[config.mk]
export PLATFORM = sky130hd
export DESIGN_NAME = reload_counter
export DESIGN_NICKNAME = d
export VERILOG_FILES = /design/src/rtl/reload_counter_pkg.sv /design/src/rtl/rc_reload_reg.sv /design/src/rtl/rc_count_core.sv /design/src/rtl/rc_update_ctrl.sv /design/src/rtl/reload_counter.sv
export SDC_FILE = /design/constraint.sdc
export NUM_CORES = 1
export LEC_CHECK = 0
export BUFFER_PORTS_ARGS = -buffer_cell sky130_fd_sc_hd__buf_4
export CELL_PAD_IN_SITES_DETAIL_PLACEMENT = 1
export CELL_PAD_IN_SITES_GLOBAL_PLACEMENT = 2
export CORE_MARGIN = 3
export CORE_UTILIZATION = 30
export CTS_CLUSTER_SIZE = 30
export DETAILED_ROUTE_END_ITERATION = 7
export GPL_ROUTABILITY_DRIVEN = 1
export GPL_TIMING_DRIVEN = 1
export PLACE_DENSITY_LB_ADDON = 0.1
export SLEW_MARGIN = 20
export SYNTH_ARGS = -nofsm -noshare
export SYNTH_HDL_FRONTEND = slang
export SYNTH_HIERARCHICAL = 1
export SYNTH_SLANG_ARGS = --single-unit
export TNS_END_PERCENT = 20
[constraint.sdc]
create_clock -name clk -period 2.5 [get_ports clk]
set_input_delay 0.25 -clock clk [delete_from_list [all_inputs] [get_ports clk]]
set_output_delay 0.25 -clock clk [all_outputs]
set_load 0.02 [all_outputs]
[src/rtl/reload_counter_pkg.sv]
package reload_counter_pkg;

    // counter next-state selection, highest priority first in pick_op
    typedef enum logic [1:0] {
        OP_HOLD  = 2'd0,
        OP_STEP  = 2'd1,
        OP_LOAD  = 2'd2,
        OP_CLEAR = 2'd3
    } cnt_op_e;

    // decoded consequences of one cycle's update sources
    typedef struct packed {
        logic upd;       // update event fires
        logic flag_set;  // sticky flag is set
        logic stop;      // one-shot drop of the enable
    } upd_dec_t;

    function automatic cnt_op_e pick_op(input logic clear, input logic load,
                                        input logic step);
        if (clear)     return OP_CLEAR;
        else if (load) return OP_LOAD;
        else if (step) return OP_STEP;
        else           return OP_HOLD;
    endfunction

    function automatic upd_dec_t decode_update(input logic wrap, input logic sw_req,
                                               input logic inhibit, input logic ovf_only,
                                               input logic one_shot);
        upd_dec_t d;
        d.upd      = (wrap | sw_req) & ~inhibit;
        d.flag_set = ~inhibit & (wrap | (sw_req & ~ovf_only));
        d.stop     = one_shot & d.upd;
        return d;
    endfunction

endpackage

[src/rtl/rc_reload_reg.sv]
module rc_reload_reg #(
    parameter int unsigned W = 16
) (
    input  logic         clk,
    input  logic         rst,
    input  logic         arr_wr_i,
    input  logic [W-1:0] arr_wdata_i,
    input  logic         buf_en_i,
    input  logic         upd_ev_i,
    output logic [W-1:0] arr_act_o
);
    localparam logic [W-1:0] RST_VAL = {W{1'b1}};

    logic [W-1:0] stage_q;
    logic [W-1:0] stage_nx;

    assign stage_nx = arr_wr_i ? arr_wdata_i : stage_q;

    always_ff @(posedge clk) begin
        if (rst) begin
            stage_q   <= RST_VAL;
            arr_act_o <= RST_VAL;
        end else begin
            stage_q <= stage_nx;
            if (arr_wr_i && !buf_en_i)
                arr_act_o <= arr_wdata_i;
            else if (upd_ev_i)
                arr_act_o <= stage_nx;
        end
    end


    direct_write_chk: assert property (@(posedge clk) disable iff (rst)
        (arr_wr_i && !buf_en_i) |=> (arr_act_o == $past(arr_wdata_i)));


    staged_hold_chk: assert property (@(posedge clk) disable iff (rst)
        (buf_en_i && !upd_ev_i) |=> $stable(arr_act_o));

endmodule

[src/rtl/rc_count_core.sv]
module rc_count_core
    import reload_counter_pkg::*;
#(
    parameter int unsigned W = 16
) (
    input  logic         clk,
    input  logic         rst,
    input  logic         tick_i,
    input  logic         run_i,
    input  logic         clr_i,
    input  logic         ld_i,
    input  logic [W-1:0] ld_val_i,
    input  logic [W-1:0] limit_i,
    output logic [W-1:0] cnt_o,
    output logic         wrap_o
);
    logic    step;
    logic    at_limit;
    cnt_op_e op;

    assign step     = tick_i & run_i & (limit_i != '0) & ~clr_i & ~ld_i;
    assign at_limit = (cnt_o == limit_i);
    assign wrap_o   = step & at_limit;
    assign op       = pick_op(clr_i, ld_i, step);

    always_ff @(posedge clk) begin
        if (rst) begin
            cnt_o <= '0;
        end else begin
            unique case (op)
                OP_CLEAR: cnt_o <= '0;
                OP_LOAD:  cnt_o <= ld_val_i;
                OP_STEP:  cnt_o <= at_limit ? '0 : cnt_o + 1'b1;
                default:  cnt_o <= cnt_o;
            endcase
        end
    end


    wrap_zero_chk: assert property (@(posedge clk) disable iff (rst)
        wrap_o |=> (cnt_o == '0));


    zero_limit_chk: assert property (@(posedge clk) disable iff (rst)
        (limit_i == '0 && !clr_i && !ld_i) |=> $stable(cnt_o));


    sw_clear_chk: assert property (@(posedge clk) disable iff (rst)
        clr_i |=> (cnt_o == '0));


    idle_hold_chk: assert property (@(posedge clk) disable iff (rst)
        (!run_i && !clr_i && !ld_i) |=> $stable(cnt_o));

endmodule

[src/rtl/rc_update_ctrl.sv]
module rc_update_ctrl
    import reload_counter_pkg::*;
(
    input  logic clk,
    input  logic rst,
    input  logic wrap_i,
    input  logic sw_upd_i,
    input  logic upd_dis_i,
    input  logic ovf_only_i,
    input  logic one_shot_i,
    input  logic en_wr_i,
    input  logic en_val_i,
    input  logic flag_clr_i,
    output logic upd_ev_o,
    output logic ovf_o,
    output logic upd_o,
    output logic flag_o,
    output logic run_o
);
    upd_dec_t dec;
    logic     en_q;

    assign dec      = decode_update(wrap_i, sw_upd_i, upd_dis_i, ovf_only_i, one_shot_i);
    assign upd_ev_o = dec.upd;

    always_ff @(posedge clk) begin
        if (rst) begin
            en_q   <= 1'b0;
            run_o  <= 1'b0;
            ovf_o  <= 1'b0;
            upd_o  <= 1'b0;
            flag_o <= 1'b0;
        end else begin
            ovf_o <= wrap_i;
            upd_o <= dec.upd;
            if (dec.stop)      en_q <= 1'b0;
            else if (en_wr_i)  en_q <= en_val_i;
            run_o <= dec.stop ? 1'b0 : en_q;
            if (dec.flag_set)  flag_o <= 1'b1;
            else if (flag_clr_i) flag_o <= 1'b0;
        end
    end


    inhibit_chk: assert property (@(posedge clk) disable iff (rst)
        upd_dis_i |=> !upd_o);


    sw_no_flag_chk: assert property (@(posedge clk) disable iff (rst)
        (ovf_only_i && sw_upd_i && !flag_o) |=> !flag_o);


    flag_sticky_chk: assert property (@(posedge clk) disable iff (rst)
        (flag_o && !flag_clr_i) |=> flag_o);


    one_shot_stop_chk: assert property (@(posedge clk) disable iff (rst)
        (one_shot_i && upd_ev_o) |=> !run_o);

endmodule

[src/rtl/reload_counter.sv]
module reload_counter
    import reload_counter_pkg::*;
#(
    parameter int unsigned CNT_W = 16
) (
    input  logic             clk,
    input  logic             rst,
    input  logic             tick_i,
    input  logic             en_wr_i,
    input  logic             en_val_i,
    input  logic             buf_en_i,
    input  logic             upd_dis_i,
    input  logic             ovf_only_i,
    input  logic             one_shot_i,
    input  logic             sw_upd_i,
    input  logic             cnt_wr_i,
    input  logic [CNT_W-1:0] cnt_wdata_i,
    input  logic             arr_wr_i,
    input  logic [CNT_W-1:0] arr_wdata_i,
    input  logic             flag_clr_i,
    output logic [CNT_W-1:0] cnt_o,
    output logic             ovf_o,
    output logic             upd_o,
    output logic             flag_o,
    output logic             run_o
);
    logic [CNT_W-1:0] limit;
    logic             wrap;
    logic             upd_ev;

    rc_reload_reg #(.W(CNT_W)) u_reload (
        .clk        (clk),
        .rst        (rst),
        .arr_wr_i   (arr_wr_i),
        .arr_wdata_i(arr_wdata_i),
        .buf_en_i   (buf_en_i),
        .upd_ev_i   (upd_ev),
        .arr_act_o  (limit)
    );

    rc_count_core #(.W(CNT_W)) u_core (
        .clk     (clk),
        .rst     (rst),
        .tick_i  (tick_i),
        .run_i   (run_o),
        .clr_i   (sw_upd_i),
        .ld_i    (cnt_wr_i),
        .ld_val_i(cnt_wdata_i),
        .limit_i (limit),
        .cnt_o   (cnt_o),
        .wrap_o  (wrap)
    );

    rc_update_ctrl u_ctrl (
        .clk       (clk),
        .rst       (rst),
        .wrap_i    (wrap),
        .sw_upd_i  (sw_upd_i),
        .upd_dis_i (upd_dis_i),
        .ovf_only_i(ovf_only_i),
        .one_shot_i(one_shot_i),
        .en_wr_i   (en_wr_i),
        .en_val_i  (en_val_i),
        .flag_clr_i(flag_clr_i),
        .upd_ev_o  (upd_ev),
        .ovf_o     (ovf_o),
        .upd_o     (upd_o),
        .flag_o    (flag_o),
        .run_o     (run_o)
    );


    sw_update_pulse_chk: assert property (@(posedge clk) disable iff (rst)
        (sw_upd_i && !upd_dis_i) |=> (upd_o && cnt_o == '0));

endmodule

; Word level (Yosys, flattened, before mapping)
; Cells that the tools add are included.
[classes]
n_addsub = 1
eq_ne = 4
n_mux = 10
bitwise_logic = 15
reduce_logical = 7
[ops]
columns = cell, count
row1 = two-way mux 16 bit, 4
row2 = case mux 16 bit (3 select lines), 1
row3 = adder 16 x 1 -> 16 bit (second input constant), 1
row4 = equality test 16 bit, 1
row5 = nonzero test 16 bit, 1
row6 = AND 1 bit, 9
row7 = equality test 2 bit (second input constant), 2
row8 = two-way mux 2 bit, 2
row9 = inverter 1 bit, 4
row10 = nonzero test 2 bit, 2
row11 = two-way mux 1 bit, 3
row12 = nonzero test 3 bit, 1
row13 = equality test 2 x 1 -> 1 bit (second input constant), 1
row14 = bitwise OR 1 bit, 2
row15 = OR reduction 2 bit, 1
row16 = logical AND 1 bit, 1
row17 = logical NOT 1 bit, 1
[word_totals]
register_bits = 53
in_bits = 45
output_inout_bits = 20
elab_cells = 45

; Logic depth before layout (Yosys ltp)
[logic_depth]
ltp_word = 9
ltp_mapped = 14
depth_no_buf = 10

; By module
; The synthesis kept the hierarchy.
[modules_own_cells]
columns = mod, instances, cells_each, area_per_inst_um2, seq_area_each_um2
row1 = rc_reload_reg, 1, 128, 1457.6, 640.6
row2 = rc_count_core, 1, 160, 1255.0, 320.3
row3 = rc_update_ctrl, 1, 16, 183.9, 100.1

; Worst setup path after synthesis
; Ideal clock, no wire load.
[synth_path]
path_type = reg2reg
start = register u_core.cnt_o[2]
end = register u_reload.arr_act_o[0]
setup_time_ps = 121
arrival_time_ps = 2402
required_time_ps = 2379
slack_ps = -22
path_stages_with_launch = 14
path_buffers = 4
synth_period_minus_slack_ps = 2522
path_cell_list = dfxtp_1 > clkbuf_2 > xor2_1 > nor4_1 > nand4_1 > clkbuf_1 > nor2_1 > o21bai_4 > inv_2 > buf_4 > inv_4 > buf_4 > a221oi_2 > o21bai_1
[synth_via]
elab_chain_cells = 5
[synth_lines]
columns = element, line
row1 = from (decl), rc_count_core.sv:14  ; output logic [W-1:0] cnt_o,
row2 = from (signal assigned), rc_count_core.sv:32  ; OP_LOAD: cnt_o <= ld_val_i;
row3 = from (signal assigned), rc_count_core.sv:33  ; OP_STEP: cnt_o <= at_limit ? '0 : cnt_o + 1'b1;
row4 = from (signal assigned), rc_count_core.sv:34  ; default: cnt_o <= cnt_o;
row5 = equality test 16 bit, rc_count_core.sv:22  ; assign at_limit = (cnt_o == limit_i);
row6 = AND 1 bit, rc_count_core.sv:23  ; assign wrap_o = step & at_limit;
row7 = net wrap, reload_counter.sv:28  ; logic wrap;
row8 = bitwise OR 1 bit, reload_counter_pkg.sv:30  ; d.upd = (wrap | sw_req) & ~inhibit;
row9 = AND 1 bit, reload_counter_pkg.sv:30
row10 = net upd_ev, reload_counter.sv:29  ; logic upd_ev;
row11 = nonzero test 2 bit (no line), --
row12 = to (signal assigned), rc_reload_reg.sv:26  ; arr_act_o <= arr_wdata_i;
row13 = to (signal assigned), rc_reload_reg.sv:28  ; arr_act_o <= stage_nx;
row14 = to (decl), rc_reload_reg.sv:10  ; output logic [W-1:0] arr_act_o
; The timed path passes the listed nets, and every way through them passes these cells.
; A chain may end at the register's enable or synchronous reset.

; Worst setup path after layout
[layout_path]
start = register u_core.cnt_o[9]
end = register u_reload.arr_act_o[2]
; Same word-level chain as after synthesis.

==> flow_summary.json <==
{
  "synth_enable_flop_cells": 0,
  "worst_path_largest_cell_delay_ns": 0.37,
  "grt_overflow_total": 0,
  "timing.max_cap.violations": 0,
  "nNetsFinal": 411,
  "critPathCaptureType": "flip-flop",
  "worst_pin_slew_ns": 0.586,
  "grt_use_total_pct": 15.3,
  "worst_slew_margin_rel_pct": 60.9,
  "drc": 0,
  "pin_count": 65,
  "fin_area_um2": 3620,
  "clock_path_buffers": 2,
  "drive_above_1_share_pct": 31.2,
  "fin_setup_tns_ns": 0,
  "cts.sink_count": 53,
  "critPathSlowestCell": "sky130_fd_sc_hd__dfxtp_1",
  "critPathLaunchType": "flip-flop",
  "place.port_buffers": 64,
  "hold_viol_final": 0,
  "timing_worst_setup_path_type": "flip-flop to flip-flop",
  "synth_most_common_cell": "sky130_fd_sc_hd__dfxtp_1",
  "dp_wirelength_um": 5980,
  "most_common_library_cells_after_synthesis": "53 x sky130_fd_sc_hd__dfxtp_1, 21 x sky130_fd_sc_hd__nor2b_1, 19 x sky130_fd_sc_hd__xor2_1",
  "dominantRegCellSynth": "sky130_fd_sc_hd__dfxtp_1",
  "timing.hold.worst.class": "primary input to flip-flop",
  "synth_seq_area_share_pct": 36.6,
  "placement_rows": 35,
  "grt_max_degree": 55,
  "vdd_ir_drop_max_mv": 0.191,
  "antennaDiodeCount": 0,
  "vertical_die_dimension_um": 104,
  "postSynth.asyncResetShare_pct": 0,
  "grt_setup_unrepaired": "false",
  "synth.cell_area_um2": 2900,
  "viasPerCell": 5.21,
  "worstPathCellList": "xor2_1 -> nor4_1 -> nand4_1 -> nor2_2 -> o21bai_4 -> inv_2 -> inv_4 -> a221oi_2 -> o21bai_1",
  "grt_pass1_wl_um": 13700,
  "path_max_fanout": 16,
  "cts_tree": "yes",
  "critical-path-top-delay-family": "simple AND/OR/NAND/NOR gates",
  "status": "finished clean",
  "synth.yosys.warnings": 6,
  "min_period_over_period_pct": 85.1,
  "die_w_um": 104,
  "power.static_leakage_nw": 1.39,
  "post-synth-top-area-cell": "sky130_fd_sc_hd__dfxtp_1",
  "die-area_um2": 10900,
  "total_clock_buffers_created_by_cts": 5,
  "worst_endpoint_data_arrival_time_ns": 2.33,
  "ys_types": 46,
  "cp_bufs_invs": 2,
  "worstSkewPairLatency_ns": 0.32,
  "count_of_hold_buffers_inserted_by_post_cts_repair": 0,
  "postSynthAreaPerCell_um2": 9.53,
  "timing.clock.skew_ns": 0.00848,
  "drt_pre_antenna_iters": 6,
  "leading_post_synthesis_cells_by_cell_area": "sky130_fd_sc_hd__dfxtp_1 37%, sky130_fd_sc_hd__a221oi_2 8.3%, sky130_fd_sc_hd__xor2_1 5.7%, sky130_fd_sc_hd__a211o_1 4.8%, sky130_fd_sc_hd__nor2b_1 4.5%",
  "grt_pass1_vias": 2577,
  "detail_route.wirelength_um": 8320,
  "detailroute.via_count": 2576,
  "clock_root_buffer": "sky130_fd_sc_hd__clkbuf_8",
  "dr.first_iter.drc_count": 82,
  "h_tree_lvl_count": 2,
  "max_freq_mhz": 470,
  "area_growth_pct": 25.1,
  "placedInstanceArea_um2": 3520,
  "post-cts-setup-buffer-count": 0,
  "power-per-cell-area_nw_per_um2": 512,
  "ctsResizeCount": 0,
  "cp_data_required_time_ns": 2.71,
  "synth.ff_latch_count": 53,
  "antenna_left": 0,
  "replace_congestion": 0.766,
  "clk_pin_slew_ns": 0.10,
  "placeableCoreArea_um2": 9330,
  "proportion_of_netlist_area_held_by_the_largest_area_contributor_pct": 36.6,
  "report.final.slew_viol_count": 0,
  "post_drt_wl_per_cell_um": 16.8,
  "grt_antenna_before_repair": 0,
  "synth_cells": 304,
  "final_period_minus_worst_setup_slack_ns": 2.13,
  "initial_core_util_pct": 31.1,
  "final-setup-viol-count": 0,
  "synth_fp_nets": 350
}
## logic make-up after synthesis
kind of cell             count (synthesis)  synth area share, %
AO/OA/AOI/OAI                           93                 28.6
XOR/XNOR                                20                 6.05
adder cells (fa/ha/maj)                  1                0.432
buffers and inverters                   36                 6.48
flip-flops                              53                 36.6
multiplexers                             1                0.346
AND/OR/NAND/NOR                        100                 21.5
## state kept, by name, indices dropped and copies added, names as in the netlist
register and count:
u_ctrl/flag_o 1, u_ctrl/en_q 1, u_reload/stage_q 16, u_ctrl/ovf_o 1
u_ctrl/upd_o 1, u_reload/arr_act_o 16, u_ctrl/run_o 1, u_core/cnt_o 16
## cells in the final DEF (no fill, tap or decap), types with 2 or more instances in the layout
cell                       instances
sky130_fd_sc_hd__o211ai_1          5
sky130_fd_sc_hd__nor2_1            9
sky130_fd_sc_hd__dfxtp_1          53
sky130_fd_sc_hd__clkbuf_8          5
sky130_fd_sc_hd__xor2_1           19
sky130_fd_sc_hd__nor3b_1          16
sky130_fd_sc_hd__a31oi_1           5
sky130_fd_sc_hd__nor3_1            4
sky130_fd_sc_hd__nor2b_1          21
sky130_fd_sc_hd__nand4_1           7
sky130_fd_sc_hd__a221oi_1          3
sky130_fd_sc_hd__and2_1            2
sky130_fd_sc_hd__inv_1             7
sky130_fd_sc_hd__a21oi_1          12
sky130_fd_sc_hd__a22oi_1          10
sky130_fd_sc_hd__a221oi_2         16
sky130_fd_sc_hd__a32oi_1           3
sky130_fd_sc_hd__nor4_1           12
sky130_fd_sc_hd__o21bai_1         16
sky130_fd_sc_hd__a211oi_1          2
sky130_fd_sc_hd__buf_4            81
sky130_fd_sc_hd__nand2_1           6
sky130_fd_sc_hd__nand3_1          13
sky130_fd_sc_hd__a211o_1          16
## area by class of cell
type	count	area (um^2)
fillers	1090	5700
multi-input cells	215	1650
flip-flops and latches	53	1060
repair buffers	81	608
well taps	129	161
clock buffers	5	68.8
clock inverters	2	38.8
inverters	9	36.3
## final timing paths
path | to | cells after the start | slack (ns) | start
max reg2reg | u_reload/arr_act_o[2] | 9 | 0.37 | u_core/cnt_o[9]
min | u_ctrl/run_o | 2 | 0.11 | one_shot_i
min reg2reg | u_ctrl/run_o | 2 | 0.44 | u_ctrl/en_q
max | u_reload/arr_act_o[2] | 9 | 0.37 | u_core/cnt_o[9]
## power breakdown
| part | total [mW] | internal, mW | switching [mW] |
|---|---|---|---|
| clock | 0.602 | 0.297 | 0.305 |
| combinational | 0.318 | 0.157 | 0.162 |
| sequential | 0.934 | 0.893 | 0.0411 |
| total | 1.85 | 1.35 | 0.508 |
## worst reg2reg max path: stages, from the launching register on
cell and delay, ns:
sky130_fd_sc_hd__dfxtp_1 0.37, sky130_fd_sc_hd__xor2_1 0.18, sky130_fd_sc_hd__nor4_1 0.36, sky130_fd_sc_hd__nand4_1 0.21, sky130_fd_sc_hd__nor2_2 0.21, sky130_fd_sc_hd__o21bai_4 0.10
sky130_fd_sc_hd__inv_2 0.08, sky130_fd_sc_hd__inv_4 0.10, sky130_fd_sc_hd__a221oi_2 0.33, sky130_fd_sc_hd__o21bai_1 0.09
## layer usage
metal  track usage [%]  vias up  part of all wire [%]
li1                  -     1270                     -
met1              21.5     1258                    50
met2              23.7       41                    46
met3              3.54        7                   3.7
met4              3.51        0                   1.1
met5                 0        -                     0
## metrics by stage
stage	setup slack (ns)	hold slack [ns]	utilization, %	std cells	total power [mW]
5_1_grt	0.160	0.0963	38.9	494	1.96
4_1_cts	0.286	0.105	38.9	494	1.88
3_3_place_gp	0.347	0.423	37.7	487	1.27
6_report	0.372	0.113	38.9	494	1.85
3_5_place_dp	0.298	0.430	37.7	487	1.28
2_1_floorplan	0.0424	0.319	-	304	1.14
No activity file was read; power rests on OpenSTA's default activity.
